<file path="config.mk">
export PLATFORM = sky130hd
export DESIGN_NAME = tamper_latch_ts
export DESIGN_NICKNAME = d
export VERILOG_FILES = /design/src/rtl/tamper_latch_ts.sv
export SDC_FILE = /design/constraint.sdc
export NUM_CORES = 1
export LEC_CHECK = 0
export BUFFER_PORTS_ARGS = -buffer_cell sky130_fd_sc_hd__buf_2
export CORE_AREA = 2 2 146 148
export DETAILED_ROUTE_END_ITERATION = 12
export DIE_AREA = 0 0 148 150
export PLACE_DENSITY = 0.62
export SYNTH_ARGS = -nofsm -noshare
export SYNTH_HDL_FRONTEND = slang
export SYNTH_SLANG_ARGS = --single-unit
</file>
<file path="constraint.sdc">
create_clock -name clk -period 4.5 [get_ports clk]
set_clock_uncertainty 0.2 [all_clocks]
set_input_delay 0.675 -clock clk [delete_from_list [all_inputs] [get_ports clk]]
set_output_delay 0.675 -clock clk [all_outputs]
set_load 0.005 [all_outputs]
</file>
<file path="src/rtl/tamper_latch_ts.sv">
module tamper_latch_ts #(
  parameter int TS_W   = 32,
  parameter int MASK_W = 8,
  parameter int FILT_W = 8,
  parameter int DATA_W = 32,
  parameter int ADDR_W = 4,
  parameter int NPIN   = 2,
  parameter int NCMP   = 4
) (
  input  logic              clk,
  input  logic              rst_n,
  input  logic [TS_W-1:0]   sec_cnt_i,
  input  logic [NPIN-1:0]   pin_i,
  input  logic [NCMP-1:0]   cmp_i,
  input  logic              over_temp_i,
  input  logic              temp_slew_i,
  input  logic              osc_bad_i,
  input  logic [ADDR_W-1:0] reg_addr_i,
  input  logic              reg_we_i,
  input  logic [DATA_W-1:0] reg_wdata_i,
  output logic [DATA_W-1:0] reg_rdata_o,
  output logic              erase_vld_o,
  output logic [MASK_W-1:0] erase_mask_o,
  output logic              tamper_o
);
  localparam int NSRC   = NPIN + NCMP + 3;
  localparam int A_EN   = 0;
  localparam int A_STAT = 1;
  localparam int A_TS   = 2;
  localparam int A_FILT = 3;
  localparam int A_MASK = 4;

  logic [NSRC-1:0]   en_q, st_q, clr_v, evt, new_v, st_after_clr;
  logic [TS_W-1:0]   ts_q;
  logic [FILT_W-1:0] filt_q;
  logic [MASK_W-1:0] mask_q [NSRC];
  logic [NPIN-1:0]   pin_qual;
  logic [MASK_W-1:0] erase_v;

  for (genvar p = 0; p < NPIN; p++) begin : g_pin
    logic s1, s2;
    logic [FILT_W-1:0] cnt;
    always_ff @(posedge clk or negedge rst_n) begin
      if (!rst_n) begin
        s1  <= 1'b0;
        s2  <= 1'b0;
        cnt <= '0;
      end else begin
        s1 <= pin_i[p];
        s2 <= s1;
        if (!s2) cnt <= '0;
        else if (cnt != '1) cnt <= cnt + 1'b1;
      end
    end
    assign pin_qual[p] = s2 && (cnt >= filt_q);
  end

  wire wr_stat = reg_we_i && (reg_addr_i == ADDR_W'(A_STAT));
  assign clr_v        = wr_stat ? reg_wdata_i[NSRC-1:0] : '0;
  assign evt          = {osc_bad_i, temp_slew_i, over_temp_i, cmp_i, pin_qual} & en_q;
  assign st_after_clr = st_q & ~clr_v;
  assign new_v        = evt & ~st_after_clr;
  assign tamper_o     = |st_q;

  always_comb begin
    erase_v = '0;
    for (int i = 0; i < NSRC; i++)
      if (new_v[i]) erase_v = erase_v | mask_q[i];
  end

  always_ff @(posedge clk or negedge rst_n) begin
    if (!rst_n) begin
      en_q         <= '0;
      st_q         <= '0;
      ts_q         <= '0;
      filt_q       <= '0;
      erase_vld_o  <= 1'b0;
      erase_mask_o <= '0;
      for (int i = 0; i < NSRC; i++) mask_q[i] <= '0;
    end else begin
      st_q         <= st_after_clr | new_v;
      erase_vld_o  <= |new_v;
      erase_mask_o <= (|new_v) ? erase_v : '0;
      if ((st_after_clr == '0) && (|new_v)) ts_q <= sec_cnt_i;
      if (reg_we_i) begin
        if (reg_addr_i == ADDR_W'(A_EN))   en_q   <= reg_wdata_i[NSRC-1:0];
        if (reg_addr_i == ADDR_W'(A_FILT)) filt_q <= reg_wdata_i[FILT_W-1:0];
        for (int i = 0; i < NSRC; i++)
          if (reg_addr_i == ADDR_W'(A_MASK + i)) mask_q[i] <= reg_wdata_i[MASK_W-1:0];
      end
    end
  end

  always_comb begin
    reg_rdata_o = '0;
    case (reg_addr_i)
      ADDR_W'(A_EN):   reg_rdata_o = DATA_W'(en_q);
      ADDR_W'(A_STAT): reg_rdata_o = DATA_W'(st_q);
      ADDR_W'(A_TS):   reg_rdata_o = DATA_W'(ts_q);
      ADDR_W'(A_FILT): reg_rdata_o = DATA_W'(filt_q);
      default: begin
        for (int i = 0; i < NSRC; i++)
          if (reg_addr_i == ADDR_W'(A_MASK + i)) reg_rdata_o = DATA_W'(mask_q[i]);
      end
    endcase
  end
endmodule


</file>
# Word level (Yosys, flattened, before mapping)
# Cells that the tools add are included.
dict set report word_totals {
  input_bits 80
  output_inout_bits 42
  wordCells 99
  register_bits 159
}
dict set report classes {
  n_addsub 2
  mux 25
  eq_ne 16
  n_lt_le_gt_ge 2
  n_reduce_logical 19
  n_bitwise 14
}
# cell count
set op_table {}
lappend op_table {{$mux 32} 8}
lappend op_table {{$pmux 32 s4} 1}
lappend op_table {{$mux 8} 15}
lappend op_table {{$or 8x8->8} 8}
lappend op_table {{$and 9x9->9} 3}
lappend op_table {{$reduce_and 2->1} 11}
lappend op_table {{$eq 4x4->1 const B} 5}
lappend op_table {{$not 9->9} 2}
lappend op_table {{$reduce_or 9->1} 2}
lappend op_table {{$add 8x1->8 const B} 2}
lappend op_table {{$eq 4x3->1 const B} 4}
lappend op_table {{$ge 8x8->1} 2}
lappend op_table {{$ne 8x8->1 const B} 2}
lappend op_table {{$logic_not 9->1} 1}
lappend op_table {{$mux 9} 1}
lappend op_table {{$or 9x9->9} 1}
lappend op_table {{$eq 4x2->1 const B} 2}
lappend op_table {{$eq 4x1->1 const B} 1}
lappend op_table {{$logic_and 1x1->1} 4}
lappend op_table {{$logic_not 4->1} 1}
lappend op_table {{$ne 2x1->1 const B} 2}

# Depth between registers and ports, before layout
dict set report depth {
  ltp_word 25
  ltp_mapped 9
  ltp_nobuf 8
}

# Worst setup path before layout
# No wires, ideal clock.
dict set report synth_timing {
  kind {input to register}
  from {in reg_addr_i[3]}
  to {reg ts_q[10]}
  n_path_buf 2
  setup_ns 0.125
  cell_stages 8
  setup_slack_ns 1.158
  t_arrival_ns 3.016
  t_required_ns 4.175
  cell_sequence {buf_4 or2_1 o31ai_1 or4_1 or4_4 o31a_4 buf_6 mux2_4}
}
dict set report synth_between {
  elab_chain_cells 9
  word_cells_on_any_way 10
  classes_between {1 x eq/ne; 1 x mux; 4 x bitwise; 4 x reduce/logical}
}
# element line_no
set synth_rtl {}
lappend synth_rtl {{from (decl)} 18} ;# input logic [ADDR_W-1:0] reg_addr_i,
lappend synth_rtl {{$eq 4x1->1 *} 58} ;# wire wr_stat = reg_we_i && (reg_addr_i == ADDR_W'(A_STAT));
lappend synth_rtl {{$logic_and 1x1->1 *} 58}
lappend synth_rtl {{$mux 9 *} 59} ;# assign clr_v = wr_stat ? reg_wdata_i[NSRC-1:0] : '0;
lappend synth_rtl {{$not 9->9 *} 61} ;# assign st_after_clr = st_q & ~clr_v;
lappend synth_rtl {{$and 9x9->9 *} 61}
lappend synth_rtl {{$not 9->9} 62} ;# assign new_v = evt & ~st_after_clr;
lappend synth_rtl {{$and 9x9->9} 62}
lappend synth_rtl {{$reduce_or 9->1} 84} ;# if ((st_after_clr == '0) && (|new_v)) ts_q <= sec_cnt_i;
lappend synth_rtl {{$logic_and 1x1->1 *} 84}
lappend synth_rtl {{to (signal assigned)} 84}
lappend synth_rtl {{to (decl)} 34} ;# logic [TS_W-1:0] ts_q;
# Every way passes the cells marked *; elsewhere a longest branch is shown, timed or not.
# A chain may end at the register's enable or synchronous reset.

# Worst setup path in the final report
dict set report layout_timing {
  from {in reg_addr_i[1]}
  to {out reg_rdata_o[0]}
}
dict set report layout_between {
  elab_chain_cells 11
  word_cells_on_any_way 23
  classes_between {12 x eq/ne; 10 x mux; 1 x reduce/logical}
}
# element line_no
set layout_rtl {}
lappend layout_rtl {{$eq 4x3->1} 103} ;# if (reg_addr_i == ADDR_W'(A_MASK + i)) reg_rdata_o = DATA_W'(mask_q[i]);
lappend layout_rtl {{$mux 8} 103}
lappend layout_rtl {{$mux 32 (8 in a row)} 103}
lappend layout_rtl {{$pmux 32 s4 *} 96} ;# case (reg_addr_i)
lappend layout_rtl {{to (decl)} 21} ;# output logic [DATA_W-1:0] reg_rdata_o,
# Marked as above.

==> qor.yml <==
routing:
  num_vias: 5895
  dr.pass1.iters: 8
  viasPerCell: 5.49
  drcViolationCount: 0
  wl_per_cell_um: 20.3
  routed_wl_um: 21800
  ant_nets: 0
  drt_iter0_markers: 569
synthesis:
  ys_ff_latch: 159
  synthSimpleGateAreaFrac_pct: 12.1
  yosys-top-cells-count: "dfrtp_1, mux2_2, nand2_1"
  synth_top_family_by_area: "multiplexers"
  ys_seq_area_share_pct: 48.9
  syn_inst: 684
  synth_edf_count: 0
  netlist_area_sq_um: 8140
  synth-xor-area-share_pct: 0.646
  synthMuxAreaShare_pct: 22.3
  synth.distinct_cells: 52
  synth-adder-area-share_pct: 2.77
  syn_nets: 782
  synth_top_area_share_pct: 48.9
  synth_area_per_cell_sq_um: 11.9
  ys.flop_type: "dfrtp_1"
  synth_most_common_cell: "dfrtp_1"
  async_reset_ff_share_pct: 100
  synth.area.top_cells: "dfrtp_1, mux2_2, mux2_4, mux4_2, ha_1"
  synth_top_area_cell: "dfrtp_1"
  synth_compound_area_share_pct: 10.6
  yosysWarnings: 0
run_status:
  status: "finished clean"
floorplanning:
  core_area_sq_um: 20700
  start_util_pct: 39.3
  die_area_sq_um: 22200
  die_width_um: 148
  io_pins: 122
  row_count: 53
  fp.dieH_um: 150
worst_setup_path:
  r2r_slack_ns: 1.17
  rr_startpoint: "en_q[2]"
  crit_arrival_ns: 2.79
  r2r_end: "ts_q[24]"
  start_kind: "input pin"
  critical_path.endpoint: "reg_rdata_o[0]"
  crit_start: "reg_addr_i[1]"
  cp_top_family: "simple AND/OR/NAND/NOR gates"
  critical_path_class: "in2out"
  cp_data_required_time_ns: 3.62
  crit_chain: "buf_2 > buf_4 > nor2_1 > and2_1 > o21ai_0 > o21ai_0 > a221oi_1 > o21ai_0 > buf_2"
  path_buf_inv: 3
  endpoint_kind: "output port"
  timing.critical_path.mode_cell: "o21ai_0"
  critPathMaxFanout: 38
  reg2regPathDepth: 6
  cp_slowest_cell: "nor2_1"
  max_stage_delay_ns: 0.50
  path_depth: 9
cells_and_area:
  layout.nets: 884
  fillers: 1923
  regArea_sq_um: 3980
  fin_util_pct: 46.6
  synthToLayoutAreaGrowth_pct: 18.3
  drive_gt1_share_pct: 35.0
  antenna_cells: 0
  multi_input_comb_area_sq_um: 3940
power_and_ir_drop:
  p_per_area_nw_per_um2: 424
  ir_drop_mv: 0.239
  p_leak_nw: 4.52
grt:
  globalRouteTotalUtil_pct: 20.4
  grt_max_degree: 102
  grt_first_pass_wirelength_um: 34200
  antenna_found_initial: 0
  overflow: 0
  grt_pass1_vias: 5901
clocking:
  cts.sinks: 159
  cts_resized: 0
  postCtsSetupBuffers: 0
  cts_buffer_depth: 2
  clockRootBuffer: "clkbuf_16"
  cts-hold-fix-buffers: 0
  cts_tree: "built"
  clk_pin_slew_ns: 0.06
  clock_latency_ns: 0.43
  htreeDepth: 4
  cts_made_buffers: 17
sta:
  post-route-period-util_pct: 81.4
  worstMarginPinSlew_ns: 1.05
  setup_viol: 0
  final_max_slew_viol_count: 0
  fmax_ghz: 0.273
  rsz0062_at_grt: "false"
  final_hold_viol_count: 0
  fin_crit_ns: 3.66
  slew_headroom_pct: 29.5
  tns_ns: 0
hold_path:
  whs_path_depth: 0
  hp-class: "reg2reg"
flow_run:
  maxCapViolCount: 0
placed_design:
  hpwl_um: 14400
  routabilityCongestion: 0.873
  port_buffers: 98
-- state kept, by name (all words and copies together), names as in the netlist --
signal        count
mask_q           72
erase_vld_o       1
st_q              9
erase_mask_o      8
g_pin.s1          2
ts_q             32
en_q              9
g_pin.cnt        16
filt_q            8
g_pin.s2          2
-- worst reg2reg max path, delay by kind of cell, from the launching register on --
kind	cells	cell delay, ns
multiplexers	1	0.43
flip-flops	1	0.42
AO/OA/AOI/OAI	2	0.94
AND/OR/NAND/NOR	3	1.23
-- layout by cell type (no fill, tap or decap), types with 10 or more instances in the layout --
master and n:
dfrtp_1 159, buf_2 97, mux2_2 90, nand2_1 53, nor2_1 35, o21ai_0 31, mux2_4 30, nand3_1 28
and2_1 27, inv_1 20, a222oi_1 20, ha_1 18, clkbuf_16 17, buf_4 15, mux4_2 12, and3_1 10
a31oi_1 10
-- worst min-delay path by stage --
stage / startpoint / end / slack (ns)
floorplan: g_pin[0].s1 / g_pin[0].s2 / 0.13
global placement: g_pin[0].s1 / g_pin[0].s2 / 0.13
detailed placement: g_pin[0].s1 / g_pin[0].s2 / 0.14
CTS: pin_i[0] / g_pin[0].s1 / 0.14
global route: pin_i[0] / g_pin[0].s1 / 0.14
finish: g_pin[0].s1 / g_pin[0].s2 / 0.15
-- report_power, final --
part	switching [mW]	internal (mW)
combinational	0.299	0.326
sequential	0.173	1.65
clock	0.580	1.05
-- routing by layer --
metal	vias up	track usage, %	part of all wire, %
li1	2750	-	-
met1	2893	27.1	43
met2	226	33.3	48
met3	26	5.03	7.2
met4	0	6.14	1.7
met5	-	0	0
-- through the flow --
stage	instances	setup WS [ns]	hold slack, ns	instance area (sq um)	power (mW)
6_report	1074	0.836	0.148	9630	4.08
5_1_grt	1074	0.712	0.136	9630	4.28
4_1_cts	1074	0.901	0.144	9630	4.12
3_5_place_dp	1042	0.659	0.136	8970	2.47
3_3_place_gp	1042	0.672	0.132	8970	2.45
2_1_floorplan	684	1.16	0.131	8140	2.22
-- area by class of cell --
class | instances | area share (%)
sequential | 159 | 41.3
clock buffer | 21 | 4.68
timing repair buffer | 114 | 6.53
inverter | 20 | 0.779
multi-input combinational | 474 | 40.9
clock inverter | 11 | 2.20
tap | 275 | 3.57
-- cell families (layout without fill, tap and decap cells) --
group                      after synthesis  after routing
adders and majority gates               18             18
DFF                                    159            159
and+or+nand+nor                        194            194
xor gates and xnor gates                 6              6
AOI/OAI and AO/OA                      116            116
buffers and inverters                   51            166
muxes                                  140            140
(Power assumes the default switching activity.)
